**src/rtl/prime_bank_pkg.sv**
```systemverilog
package prime_bank_pkg;

   function automatic bit is_odd_prime(input int n);
      if (n < 3 || (n % 2) == 0) return 1'b0;
      for (int d = 3; d * d <= n; d += 2)
         if ((n % d) == 0) return 1'b0;
      return 1'b1;
   endfunction

   function automatic bit is_pow2(input int n);
      return (n > 1) && ((n & (n - 1)) == 0);
   endfunction

endpackage

```
**src/rtl/pm_residue.sv**
```systemverilog
module pm_residue #(
   parameter int ADDR_W = 5,
   parameter int MOD    = 3,
   parameter int RES_W  = 2
) (
   input  logic [ADDR_W-1:0] addr,
   output logic [RES_W-1:0]  res
);
   generate
      if (MOD == 3) begin : g_fold
         localparam int DIG  = (ADDR_W + 1) / 2;
         localparam int SW   = $clog2(3 * DIG + 1) < 2 ? 2 : $clog2(3 * DIG + 1);
         localparam int SDIG = (SW + 1) / 2;
         logic [2*DIG-1:0]  ap;
         logic [SW-1:0]     acc;
         logic [2*SDIG-1:0] accp;
         always_comb begin
            ap  = (2*DIG)'(addr);
            acc = '0;
            for (int k = 0; k < DIG; k++)
               acc = acc + SW'(ap[2*k +: 2]);
            for (int f = 0; f < SW; f++) begin
               accp = (2*SDIG)'(acc);
               acc  = '0;
               for (int k = 0; k < SDIG; k++)
                  acc = acc + SW'(accp[2*k +: 2]);
            end
            res = (acc[1:0] == 2'd3) ? '0 : RES_W'(acc[1:0]);
         end
      end else begin : g_horner
         localparam int RW = RES_W;
         localparam logic [RW:0] MOD_V = (RW+1)'(MOD);
         logic [RW:0] r;
         always_comb begin
            r = '0;
            for (int i = ADDR_W - 1; i >= 0; i--) begin
               r = {r[RW-1:0], addr[i]};
               if (r >= MOD_V) r = r - MOD_V;
            end
            res = r[RW-1:0];
         end
      end
   endgenerate
endmodule

```
**src/rtl/pm_range_check.sv**
```systemverilog
module pm_range_check #(
   parameter int ADDR_W = 5,
   parameter int TOTAL  = 24
) (
   input  logic [ADDR_W-1:0] addr,
   output logic              in_range
);
   localparam logic [ADDR_W:0] LIMIT = (ADDR_W+1)'(TOTAL);
   assign in_range = ({1'b0, addr} < LIMIT);
endmodule

```
**src/rtl/pm_out_stage.sv**
```systemverilog
module pm_out_stage #(
   parameter int BANK_W = 2,
   parameter int OFF_W  = 3
) (
   input  logic              clk,
   input  logic              rst_n,
   input  logic              take,
   input  logic              reject,
   input  logic [BANK_W-1:0] bank_d,
   input  logic [OFF_W-1:0]  off_d,
   output logic              valid_q,
   output logic              err_q,
   output logic [BANK_W-1:0] bank_q,
   output logic [OFF_W-1:0]  off_q
);
   always_ff @(posedge clk or negedge rst_n) begin
      if (!rst_n) begin
         valid_q <= 1'b0;
         err_q   <= 1'b0;
         bank_q  <= '0;
         off_q   <= '0;
      end else begin
         valid_q <= take;
         err_q   <= reject;
         bank_q  <= take ? bank_d : '0;
         off_q   <= take ? off_d  : '0;
      end
   end
endmodule

```
**src/rtl/prime_bank_mapper.sv**
```systemverilog
module prime_bank_mapper
   import prime_bank_pkg::*;
#(
   parameter int NUM_BANKS  = 3,
   parameter int BANK_DEPTH = 8,
   parameter int ADDR_W     = 5,
   localparam int BANK_W    = $clog2(NUM_BANKS),
   localparam int OFF_W     = $clog2(BANK_DEPTH)
) (
   input  logic              clk,
   input  logic              rst_n,
   input  logic              in_valid,
   input  logic [ADDR_W-1:0] in_addr,
   output logic              out_valid,
   output logic [BANK_W-1:0] out_bank,
   output logic [OFF_W-1:0]  out_offset,
   output logic              out_range_err
);
   localparam int TOTAL = NUM_BANKS * BANK_DEPTH;

   initial begin : p_param_chk
      if (!is_odd_prime(NUM_BANKS))
         $fatal(1, "NUM_BANKS must be an odd prime");
      if (!is_pow2(BANK_DEPTH))
         $fatal(1, "BANK_DEPTH must be a power of two above 1");
      if (ADDR_W < $clog2(TOTAL))
         $fatal(1, "ADDR_W too narrow for the bank grid");
   end

   logic [BANK_W-1:0] bank_c;
   logic              in_range;

   pm_residue #(.ADDR_W(ADDR_W), .MOD(NUM_BANKS), .RES_W(BANK_W)) u_residue (
      .addr (in_addr),
      .res  (bank_c)
   );

   pm_range_check #(.ADDR_W(ADDR_W), .TOTAL(TOTAL)) u_range (
      .addr     (in_addr),
      .in_range (in_range)
   );

   pm_out_stage #(.BANK_W(BANK_W), .OFF_W(OFF_W)) u_stage (
      .clk     (clk),
      .rst_n   (rst_n),
      .take    (in_valid & in_range),
      .reject  (in_valid & ~in_range),
      .bank_d  (bank_c),
      .off_d   (in_addr[OFF_W-1:0]),
      .valid_q (out_valid),
      .err_q   (out_range_err),
      .bank_q  (out_bank),
      .off_q   (out_offset)
   );
endmodule

```
**config.mk**
```make
export PLATFORM = sky130hd
export DESIGN_NAME = prime_bank_mapper
export DESIGN_NICKNAME = d
export VERILOG_FILES = /design/src/rtl/prime_bank_pkg.sv /design/src/rtl/pm_residue.sv /design/src/rtl/pm_range_check.sv /design/src/rtl/pm_out_stage.sv /design/src/rtl/prime_bank_mapper.sv
export SDC_FILE = /design/constraint.sdc
export NUM_CORES = 1
export LEC_CHECK = 0
export ABC_CLOCK_PERIOD_IN_PS = 800
export BUFFER_PORTS_ARGS = -buffer_cell sky130_fd_sc_hd__buf_2
export CAP_MARGIN = 10
export CORE_AREA = 2 2 39 41
export CTS_BUF_LIST = sky130_fd_sc_hd__clkbuf_4
export DETAILED_ROUTE_END_ITERATION = 8
export DIE_AREA = 0 0 41 43
export PLACE_DENSITY = 0.55
export SYNTH_ARGS = -nofsm -noshare
export SYNTH_HDL_FRONTEND = slang
export SYNTH_SLANG_ARGS = --single-unit
```
**constraint.sdc**
```tcl
create_clock -name clk -period 0.8 [get_ports clk]
set_clock_uncertainty 0.2 [all_clocks]
set_input_delay 0.08 -clock clk [delete_from_list [all_inputs] [get_ports clk]]
set_output_delay 0.08 -clock clk [all_outputs]
set_load 0.05 [all_outputs]
```
# --- After elaboration in Yosys (flattened, before gate mapping) ---
# Cells that the tools add are included.
word_totals:
  regBits: 7
  latch_bits: 0
  ram_bits: 0
  rom_bits: 0
  elab_cells: 18
  mem_count: 0
op_classes:
  n_addsub: 6
  multipliers: 0
  n_div: 0
  order_cmp: 1
  eq_ne: 1
  shift: 0
  n_mux: 3
  bitwise: 3
  n_reduce_logical: 0
op_table:
  columns: ["operator", "count"]
  rows:
  - ["$add A2 B2 Y3", 4]
  - ["$lt A5 B5 Y1 const B", 1]
  - ["$add A4 B1 Y4", 1]
  - ["$mux W2", 2]
  - ["$mux W3", 1]
  - ["$add A2 B2 Y2", 1]
  - ["$and A1 B1 Y1", 2]
  - ["$eq A2 B2 Y1 const B", 1]
  - ["$not A1 Y1", 1]

# --- Depth between registers and ports, before layout ---
# Gate-level depths: netlist of the first run.
logic_depth:
  ltp_word: 9
  mapped_depth: 15

# --- By module ---
# A second synthesis of the first run with hierarchy kept.
hier_totals:
  cells_unflattened: 32
  hier_area_um2: 391.6
modules_own_cells:
  columns: ["module", "instances", "cells_each", "area_each_um2"]
  rows:
  - ["pm_out_stage", 1, 12, 206.4]
  - ["pm_residue", 1, 17, 165.2]
  - ["prime_bank_mapper", 1, 2, 16.3]
  - ["pm_range_check", 1, 1, 3.8]

# --- Worst setup path after synthesis of the first run ---
# No wires, ideal clock.
synth_path:
  path_kind: "input to register"
  from: "input in_addr[0]"
  to: "register u_stage.bank_q[0]"
  setup_ps: 120
  t_arrival_ps: 2780
  required_ps: 480
  slack_ps: -2299
  cell_stages: 14
  n_path_buf: 0
  cell_sequence: "ha_1 > fa_1 > ha_1 > xor2_1 > ha_1 > inv_1 > fa_1 > inv_1 > ha_1 > ha_1 > ha_1 > ha_1 > xnor2_1 > and3_1"
synth_between:
  elab_chain_len: 9
  elab_cells_between_ends: 11
  classes_between: "add/sub: 6; order compare: 1; eq/ne: 1; mux: 2; bitwise: 1"
synth_rtl:
  columns: ["item", "line_no", "source"]
  rows:
  - ["from (decl)", "prime_bank_mapper.sv:13", "input logic [ADDR_W-1:0] in_addr,"]
  - ["$add A2 B2 Y3", "pm_residue.sv:21", "acc = acc + SW'(ap[2*k +: 2]);"]
  - ["$add A4 B1 Y4", "pm_residue.sv:21", null]
  - ["$add A2 B2 Y3 (3 in a row)", "pm_residue.sv:26", "acc = acc + SW'(accp[2*k +: 2]);"]
  - ["$add A2 B2 Y2", "pm_residue.sv:26", null]
  - ["$eq A2 B2 Y1", "pm_residue.sv:28", "res = (acc[1:0] == 2'd3) ? '0 : RES_W'(acc[1:0]);"]
  - ["$mux W2", "pm_residue.sv:28", null]
  - ["$mux W2 (*)", "pm_out_stage.sv:25", "bank_q <= take ? bank_d : '0;"]
  - ["to (signal assigned)", "pm_out_stage.sv:25", null]
  - ["to (decl)", "pm_out_stage.sv:13", "output logic [BANK_W-1:0] bank_q,"]
# Every way passes the cells marked *; elsewhere a longest branch is shown, timed or not.

# --- Worst setup path in the final report of the first run ---
# Ends and elaborated chain as after synthesis.

==> flow_summary_export.csv, run 1 <==
group,metric,value,unit
placed_design,dp_hpwl,637,um
layout,final_cell_mix,"buf_6 (8), dfrtp_2 (6), ha_4 (5), buf_2 (5), clkbuf_4 (4)",
floorplanning,fp.dieW,41,um
min_path,worstHoldPathType,"in2reg",
power,leakage,0.343,nW
sta,fin_crit,2.90,ns
clocking,cts_buffers,3,
floorplanning,placement_rows,14,
setup_path,required,0.73,ns
sta,setup_violations,9,
global_routing,grt_usage,0.101,
clocking,clock-root-buffer,"clkbuf_4",
synth,syn_area,433,um2
routing,first_iter_violations,1,
layout,diodes,0,
synth,syn-num-nets,51,
routing,drtAntennaViolNets,0,
setup_path,crit_path_end_kind,"register",
sta,layout_setup_ws,-2.10,ns
synth,syn_area_per_cell,13.5,um2
sta,max_slew_margin,0.889,
placed_design,dp.cells,64,
setup_path,critPathLaunchType,"input port",
synth,yosys_warnings,0,
global_routing,grt_pass1_vias,309,
setup_path,critPathBufInv,3,
routing,vias_per_cell,4.33,
routing,wl_per_cell,10.7,um
synth,netlist.area_leader.share,0.405,
layout,fin_cells,70,
layout,fin_nets,74,
setup_path,cp_top_family,"adder cells",
clocking,cts_tree,"done",
floorplanning,coreArea,1380,um2
power,total_power,1.53,mW
global_routing,grt_pass1_wl,1230,um
sta,finalHoldViolations,5,
sta,max_freq,0.345,GHz
layout,fin_area,738,um2
power,p_switching,0.517,mW
synth,yosys-top-cells-area,"dfrtp_1 (40%), ha_1 (26%), fa_1 (9.2%), and2_2 (5.2%), a21boi_4 (4.3%)",
power,p_int,1.01,mW
run_status,failed_checks,"negative hold slack, negative setup slack",
clocking,path_clk_slew,0.05,ns
routing,drt_wl_total,749,um
floorplanning,dieArea,1760,um2
setup_path,max_stage_delay,0.51,ns
clocking,htreeDepth,1,
global_routing,grt_max_degree,8,
synth,yosysUniqueCellTypes,12,
sta,rsz0062_at_grt,"true",
power,pwr-share-clk,0.219,
sta,holdWs,-0.130,ns
setup_path,cpMostUsedCell,"ha_4",
setup_path,cp_data_arrival_time,2.83,ns
sta,worst_pin_slew,0.166,ns
layout,mostFrequentLayoutCell,"buf_6",
placed_design,dp_slack,-2.42,ns
synth,synth_top_cell_by_area,"dfrtp_1",
clocking,cts_buffer_depth,2,
run,drv_cap,0,
run_status,status,"complete, but fails checks",
placed_design,placed_area,611,um2
routing,dr_total_vias,303,
power,powerDensity,2070,nW/um2
synth,synth_seq_area_share,0.405,
setup_path,critPathMaxFanout,2,
synth,synth_cells,32,
placed_design,place.gp.congestion,0.654,
setup_path,cp_slowest_cell,"fa_1",
synth,yosys_register_bits,7,
routing,dr.pass1.iters,2,
layout,fillerInstances,117,
floorplanning,io_pins,15,
power,peakVddDrop,0.837,mV
setup_path,path_depth,15,
placed_design,port_buffers,14,
setup_path,crit_end,"u_stage.bank_q[0]",
global_routing,overflow,0,
power,power_frac_seq,0.269,
sta,finalCritPeriodShare,3.62,
clocking,clock-sinks,7,
setup_path,critical_path_class,"in2reg",
layout,drive_above_1_share,0.833,
power,p_sw_frac,0.338,
power,combPwrFrac,0.512,
sta,slew_viol_final,0,
global_routing,antenna_found_initial,0,
floorplanning,die_h,43,um
routing,drc_errors,0,
layout,area_growth,70.5,%
setup_path,cp-startpoint,"in_addr[0]",
floorplanning,start_util,0.313,
setup_path,cp_cell_sequence,"buf_8 -> ha_4 -> fa_1 -> ha_2 -> xor2_2 -> ha_2 -> inv_2 -> fa_1 -> inv_1 -> ha_2 -> ha_4 -> ha_4 -> ha_4 -> xnor2_2 -> and3_1",
clocking,ctsHoldBuffers,1,
-- cells in the mapped netlist --
cell type and number:
and3_1 1, nand3_1 1, a21boi_4 1, dfrtp_1 7, xor2_1 1, fa_1 2
nor3b_2 1, and3_2 1, inv_1 4, ha_1 9, and2_2 3, xnor2_1 1
-- final cells by class --
class / instances / area, um2 / share of cell area
Clock buffer: 4 / 30.0 / 0.0407
Inverter: 4 / 15.0 / 0.0203
Multi-Input combinational cell: 21 / 328 / 0.444
Sequential cell: 7 / 183 / 0.247
Tap cell: 16 / 20.0 / 0.0271
Timing Repair Buffer: 18 / 163 / 0.220
-- flip-flops by register name (all words and copies together) (netlist names) --
name and cells:
u_stage.off_q 3, u_stage.bank_q 2, u_stage.err_q 1, u_stage.valid_q 1
-- power by group through the flow --
stage | Combinational (mW) | Clock, mW | Sequential [mW]
5_1_grt | 0.865 | 0.377 | 0.412
6_report | 0.783 | 0.334 | 0.411
4_1_cts | 0.739 | 0.339 | 0.412
2_1_floorplan | 0.394 | 0 | 0.544
3_5_place_dp | 0.674 | 0 | 0.408
3_3_place_gp | 0.663 | 0 | 0.407
-- cell families after synthesis --
group / Yosys count / synth area share
AO/OA/AOI/OAI: 1 / 0.0434
flip-flops: 7 / 0.405
buffers and inverters: 4 / 0.0347
adder cells (fa/ha/maj): 11 / 0.353
AND/OR/NAND/NOR: 7 / 0.124
XOR/XNOR: 2 / 0.0405
-- worst min-delay path by stage --
stage	from	endpoint	cells after the start
after floorplan	rst_n	u_stage.bank_q[0]	0
after global placement	rst_n	u_stage.bank_q[0]	1
after detailed placement	rst_n	u_stage.bank_q[0]	1
after CTS	in_addr[0]	u_stage.off_q[0]	2
after global routing	in_addr[2]	u_stage.off_q[2]	2
final	in_addr[2]	u_stage.off_q[2]	2
-- stage by stage --
| stage | hold slack [ns] | util | TNS (ns) |
|---|---|---|---|
| 2_1_floorplan | -0.416 | - | -4.42 |
| 3_3_place_gp | -0.293 | 0.441 | -5.46 |
| 3_5_place_dp | -0.282 | 0.441 | -5.62 |
| 4_1_cts | -0.132 | 0.511 | -6.01 |
| 5_1_grt | -0.140 | 0.533 | -6.38 |
| 6_report | -0.130 | 0.533 | -5.95 |
-- per-layer routing --
layer | up-vias | share of wire | GRT usage
li1 | 150 | - | -
met1 | 144 | 0.33 | 0.102
met2 | 9 | 0.60 | 0.178
met3 | 0 | 0.063 | 0.0314
met4 | 0 | 0 | 0.0400
met5 | - | 0 | 0
-- what timing repair did --
action / 4_1_cts / 5_1_grt
buffers inserted: 0 / 1
resized for setup: 16 / 4
setup endpoints to repair: 9 / 9
pin swaps: 4 / 1
hold endpoints to repair: 12 / 5
Power figures use the tool's default switching activity.
==> run 2, diff against run 1 <==
- CELL_PAD_IN_SITES_DETAIL_PLACEMENT: not set -> 0
- CELL_PAD_IN_SITES_GLOBAL_PLACEMENT: not set -> 1
- CTS_BUF_LIST: sky130_fd_sc_hd__clkbuf_4 -> not set
- PLACE_DENSITY: 0.55 -> 0.67
- TNS_END_PERCENT: not set -> 1
==> run 2 against run 1 <==
The run still ends with negative hold slack, negative setup slack left. Sequential power shrank 1%. Utilization is 2.5 points lower. Critical path depth is the same. Via count is 0.33% lower. Routed wire length is 5.9% lower. First-iteration DRC count is 100% lower. Count of clock-buffer cells in the layout unchanged. Cell area fell by 4.7%.
==> flow_summary_export.csv, run 2 (same netlist as run 1, synthesis figures left out) <==
group,metric,value,unit
run_status,status,"complete, but fails checks",
run_status,failed_checks,"negative hold slack, negative setup slack",
setup_path,cp_slowest_cell,"fa_1",
layout,fin_area,703,um2
layout,largest_register_ffs,3,
power,power_frac_seq,0.280,
clocking,clock-sinks,7,
power,peakVddDrop,0.839,mV
sta,holdWs,-0.140,ns
sta,worst_pin_slew,0.157,ns
clocking,cts_buffer_depth,2,
layout,area_growth,62.4,%
routing,drt_wl_total,705,um
setup_path,cp_cell_sequence,"buf_6 -> ha_4 -> fa_1 -> ha_2 -> xor2_2 -> ha_2 -> inv_2 -> fa_1 -> inv_1 -> ha_2 -> ha_4 -> ha_4 -> ha_4 -> xnor2_2 -> and3_1",
setup_path,max_stage_delay,0.52,ns
min_path,hold_start,"in_addr[0]",
layout,regMostFlops,"u_stage.off_q",
global_routing,grt_pass1_wl,1190,um
placed_design,dp_hpwl,631,um
clocking,post_cts_buffers,0,
floorplanning,start_util,0.313,
power,p_int,0.939,mW
floorplanning,dieArea,1760,um2
layout,reg_top3,"u_stage.off_q (3), u_stage.bank_q (2)",
placed_design,place.gp.congestion,0.697,
layout,final_cell_mix,"buf_6 (9), dfrtp_1 (7), buf_2 (5)",
power,leakage,0.345,nW
setup_path,cp_data_arrival_time,2.82,ns
global_routing,grt_pass1_vias,324,
sta,max_slew_margin,0.895,
floorplanning,io_pins,15,
setup_path,crit_end,"u_stage.bank_q[0]",
layout,drive_above_1_share,0.660,
power,p_sw_frac,0.354,
sta,layout_setup_ws,-2.09,ns
setup_path,path_depth,15,
setup_path,crit_path_end_kind,"register",
clocking,cts_tree,"done",
routing,drtAntennaViolNets,0,
sta,fin_crit,2.89,ns
floorplanning,coreArea,1380,um2
clocking,ctsHoldBuffers,1,
sta,finalCritPeriodShare,3.61,
routing,wl_per_cell,10.2,um
clocking,path_clk_slew,0.05,ns
sta,setup_violations,9,
sta,finalSetupTns,-5.86,ns
setup_path,critPathMaxFanout,2,
routing,wl_met3,38,um
setup_path,cpMostUsedCell,"ha_4",
setup_path,critical_path_class,"in2reg",
sta,finalHoldViolations,12,
placed_design,port_buffers,14,
global_routing,antenna_found_initial,0,
min_path,worstHoldPathType,"in2reg",
floorplanning,placement_rows,14,
power,powerDensity,2070,nW/um2
layout,diodes,0,
clocking,cts_buffers,3,
clocking,htreeDepth,1,
setup_path,cp_top_family,"adder cells",
routing,first_iter_violations,0,
run,drv_cap,0,
setup_path,cp-startpoint,"in_addr[2]",
routing,route.met2.wl,430,um
floorplanning,fp.dieW,41,um
routing,highest_layer,"met4",
global_routing,overflow,0,
sta,rsz0062_at_grt,"true",
global_routing,grt_max_degree,8,
power,combPwrFrac,0.505,
layout,fillerInstances,120,
setup_path,required,0.74,ns
power,p_switching,0.514,mW
routing,dr.pass1.iters,1,
setup_path,critPathBufInv,3,
setup_path,critPathLaunchType,"input port",
routing,drc_errors,0,
clocking,clock-root-buffer,"clkbuf_4",
power,pwr-share-clk,0.215,
global_routing,grt_usage,0.103,
placed_design,placed_area,593,um2
sta,slew_viol_final,0,
routing,vias_per_cell,4.38,
floorplanning,die_h,43,um
sta,max_freq,0.347,GHz
layout,mostFrequentLayoutCell,"buf_6",
routing,dr_total_vias,302,
layout,fin_nets,73,
routing,wl_met1,217,um
run 2: area by class of cell:
type / instances / area, um2 / area share
clock buffers: 4 / 26.3 / 0.0374
multi-input cells: 21 / 315 / 0.448
inverters: 4 / 15.0 / 0.0214
flip-flops and latches: 7 / 175 / 0.249
well taps: 16 / 20.0 / 0.0285
repair buffers: 17 / 151 / 0.215
run 2: metrics by stage:
| stage | hold slack [ns] | power [mW] | setup slack, ns | utilization | instances |
|---|---|---|---|---|---|
| after global routing | -0.144 | 1.56 | -2.20 | 0.508 | 69 |
| after CTS | -0.147 | 1.48 | -2.11 | 0.503 | 69 |
| after global placement | -0.293 | 1.06 | -2.39 | 0.429 | 64 |
| after floorplan | -0.416 | 0.928 | -2.21 | - | 32 |
| final | -0.140 | 1.45 | -2.09 | 0.508 | 69 |
| after detailed placement | -0.281 | 1.06 | -2.46 | 0.429 | 64 |
run 2: repair_timing:
action / 4_1_cts / 5_1_grt
endpoints found under the setup margin: 9 / 9
pin swaps: 5 / 1
hold endpoints to repair: 12 / 5
resized for setup: 18 / 1
run 2: worst min-delay path by stage:
stage / endpoint / slack [ns] / depth (start not counted)
4_1_cts: u_stage.off_q[0] / -0.15 / 2
2_1_floorplan: u_stage.bank_q[0] / -0.42 / 0
6_report: u_stage.off_q[0] / -0.14 / 2
3_5_place_dp: u_stage.off_q[1] / -0.28 / 1
3_3_place_gp: u_stage.valid_q / -0.29 / 1
5_1_grt: u_stage.off_q[2] / -0.14 / 2
run 2: power by group through the flow:
stage	logic (mW)	clock network, mW	registers (mW)
2_1_floorplan	0.389	0	0.538
3_3_place_gp	0.654	0	0.403
3_5_place_dp	0.661	0	0.403
4_1_cts	0.746	0.331	0.407
5_1_grt	0.809	0.343	0.409
6_report	0.733	0.313	0.407
run 2: routing by layer:
layer,vias up,GRT usage
li1,146,-
met1,143,0.0814
met2,11,0.194
met3,2,0.0157
met4,0,0.0800
met5,-,0
==> run 3, diff against run 2 <==
- ABC_AREA: not set -> 1
- PLACE_DENSITY: 0.67 -> 0.74
- SYNTH_HIERARCHICAL: not set -> 1
==> run 3 against run 2 <==
The run still ends with negative hold slack, negative setup slack left. Via count grew 9.9%. Cell count up 20%. Die area unchanged. Sequential power is 2% lower. Flip-flop and latch count did not move. Critical endpoint is now u_stage/bank_q[0]. Largest cell class unchanged.
==> flow_summary_export.csv, run 3 <==
group,metric,value,unit
floorplanning,start_util,0.308,
layout,reg_top3,"u_stage/off_q (3), u_stage/bank_q (2)",
global_routing,grt_max_degree,8,
sta,setup_violations,9,
global_routing,grt_pass1_wl,1210,um
clocking,path_clk_slew,0.05,ns
synth,yosys-top-cells-area,"dfrtp_1 (41%), ha_1 (21%), inv_1 (12%), nand2_1 (11%), fa_1 (9.4%)",
power,peakVddDrop,0.733,mV
sta,max_slew_margin,0.896,
clocking,cts_buffers,3,
clocking,ctsHoldBuffers,1,
synth,async_flop_share,1.00,
synth,post-synth-top-count-cell,"inv_1",
layout,diodes,0,
synth,synth_cells,47,
layout,fin_area,698,um2
sta,slew_viol_final,0,
placed_design,place.gp.congestion,0.637,
run_status,failed_checks,"negative hold slack, negative setup slack",
clocking,cts_buffer_depth,2,
floorplanning,dieArea,1760,um2
layout,fin_nets,85,
global_routing,overflow,0,
power,total_power,1.39,mW
routing,first_iter_violations,3,
sta,worst_pin_slew,0.156,ns
synth,yosys_register_bits,7,
floorplanning,io_pins,15,
layout,mostFrequentLayoutCell,"nand2_1",
layout,drive_above_1_share,0.493,
synth,yosysUniqueCellTypes,7,
power,leakage,0.386,nW
run_status,status,"complete, but fails checks",
sta,fin_crit,2.34,ns
sta,layout_setup_ws,-1.54,ns
sta,finalCritPeriodShare,2.92,
sta,holdWs,-0.174,ns
synth,synthFlopType,"dfrtp_1",
routing,dr_total_vias,332,
synth,synth_edf_count,0,
synth,yosys_warnings,6,
synth,syn-num-nets,64,
routing,drc_errors,0,
power,powerDensity,1990,nW/um2
placed_design,dp_hpwl,584,um
clocking,htreeDepth,1,
global_routing,grt_pass1_vias,337,
setup_path,critical_path_class,"in2reg",
clocking,clock-sinks,7,
floorplanning,coreArea,1380,um2
routing,drtAntennaViolNets,0,
min_path,worstHoldPathType,"in2reg",
synth,synth_top_cell_by_area,"dfrtp_1",
floorplanning,die_h,43,um
global_routing,grt_usage,0.107,
run,drv_cap,0,
routing,wl_per_cell,8.30,um
placed_design,placed_area,599,um2
synth,syn_area_per_cell,9.08,um2
layout,regMostFlops,"u_stage/off_q",
routing,dr.pass1.iters,2,
sta,rsz0062_at_grt,"true",
synth,netlist.area_leader.share,0.411,
placed_design,dp_slack,-1.88,ns
clocking,cts_tree,"done",
global_routing,antenna_found_initial,0,
clocking,post_cts_buffers,0,
setup_path,cp_data_arrival_time,2.28,ns
sta,finalHoldViolations,12,
layout,final_cell_mix,"nand2_1 (13), inv_1 (10), buf_6 (8)",
placed_design,port_buffers,14,
setup_path,required,0.74,ns
setup_path,crit_path_end_kind,"register",
layout,area_growth,63.6,%
clocking,clock-root-buffer,"clkbuf_4",
floorplanning,placement_rows,14,
synth,synthTopCellsByCount,"inv_1 (14), nand2_1 (13), dfrtp_1 (7), ha_1 (7), nor2_2 (3)",
synth,syn_area,427,um2
sta,max_freq,0.428,GHz
sta,finalSetupTns,-4.79,ns
floorplanning,fp.dieW,41,um
setup_path,critPathLaunchType,"input port",
routing,vias_per_cell,4.00,
layout,largest_register_ffs,3,
routing,drt_wl_total,689,um
setup_path,critPathMaxFanout,3,
synth,synth_seq_area_share,0.411,
-- run 3: cell type report --
class | instances | area (um2)
Fill cell | 134 | 686
Multi-Input combinational cell | 25 | 263
Sequential cell | 7 | 175
Timing Repair Buffer | 16 | 148
Inverter | 15 | 66.3
Clock buffer | 4 | 26.3
Tap cell | 16 | 20.0
-- run 3: cell families after synthesis --
| kind of cell | synth area share |
|---|---|
| adders and majority gates | 0.299 |
| and+or+nand+nor | 0.158 |
| buffers and inverters | 0.132 |
| DFF | 0.411 |
-- run 3: metrics by stage --
| step | instances | utilization |
|---|---|---|
| floorplan | 47 | - |
| global placement | 78 | 0.433 |
| detailed placement | 78 | 0.433 |
| CTS | 83 | 0.500 |
| global route | 83 | 0.505 |
| finish | 83 | 0.505 |
-- run 3: repair_timing --
item | CTS | global route
endpoints found under the setup margin | 9 | 9
endpoints found under the hold margin | 12 | 5
resized for setup | 17 | 2
pin swaps | 5 | 1
-- run 3: layer usage --
metal | vias to the layer above | share of wire | track usage
li1 | 172 | - | -
met1 | 149 | 0.38 | 0.0977
met2 | 11 | 0.54 | 0.172
met3 | 0 | 0.077 | 0.0157
met4 | 0 | 0 | 0.120
met5 | - | 0 | 0
-- run 3: path summary, 6_finish.rpt --
path	start	end	depth (start not counted)
setup / recovery	in_addr[2]	u_stage/bank_q[0]	17
min in group asynchronous	rst_n	u_stage/off_q[1]	2
max in group asynchronous	rst_n	u_stage/bank_q[1]	2
hold / removal	in_addr[2]	u_stage/off_q[2]	3
-- run 3: critical path, cell delays in order --
cell	delay (ns)
buf_8	0.08
inv_4	0.03
fa_2	0.37
inv_2	0.06
fa_1	0.42
ha_2	0.20
ha_4	0.16
ha_4	0.15
ha_4	0.15
ha_4	0.15
ha_4	0.15
inv_2	0.05
nand2_1	0.05
nand2_1	0.06
nor2_2	0.04
nand2_1	0.04
inv_1	0.03
-- run 3: report_power, final --
group	total, mW	internal (mW)	switching, mW	leakage (nW)
Clock	0.316	0.190	0.126	0.0150
Sequential	0.399	0.386	0.0134	0.0924
Combinational	0.677	0.316	0.361	0.279
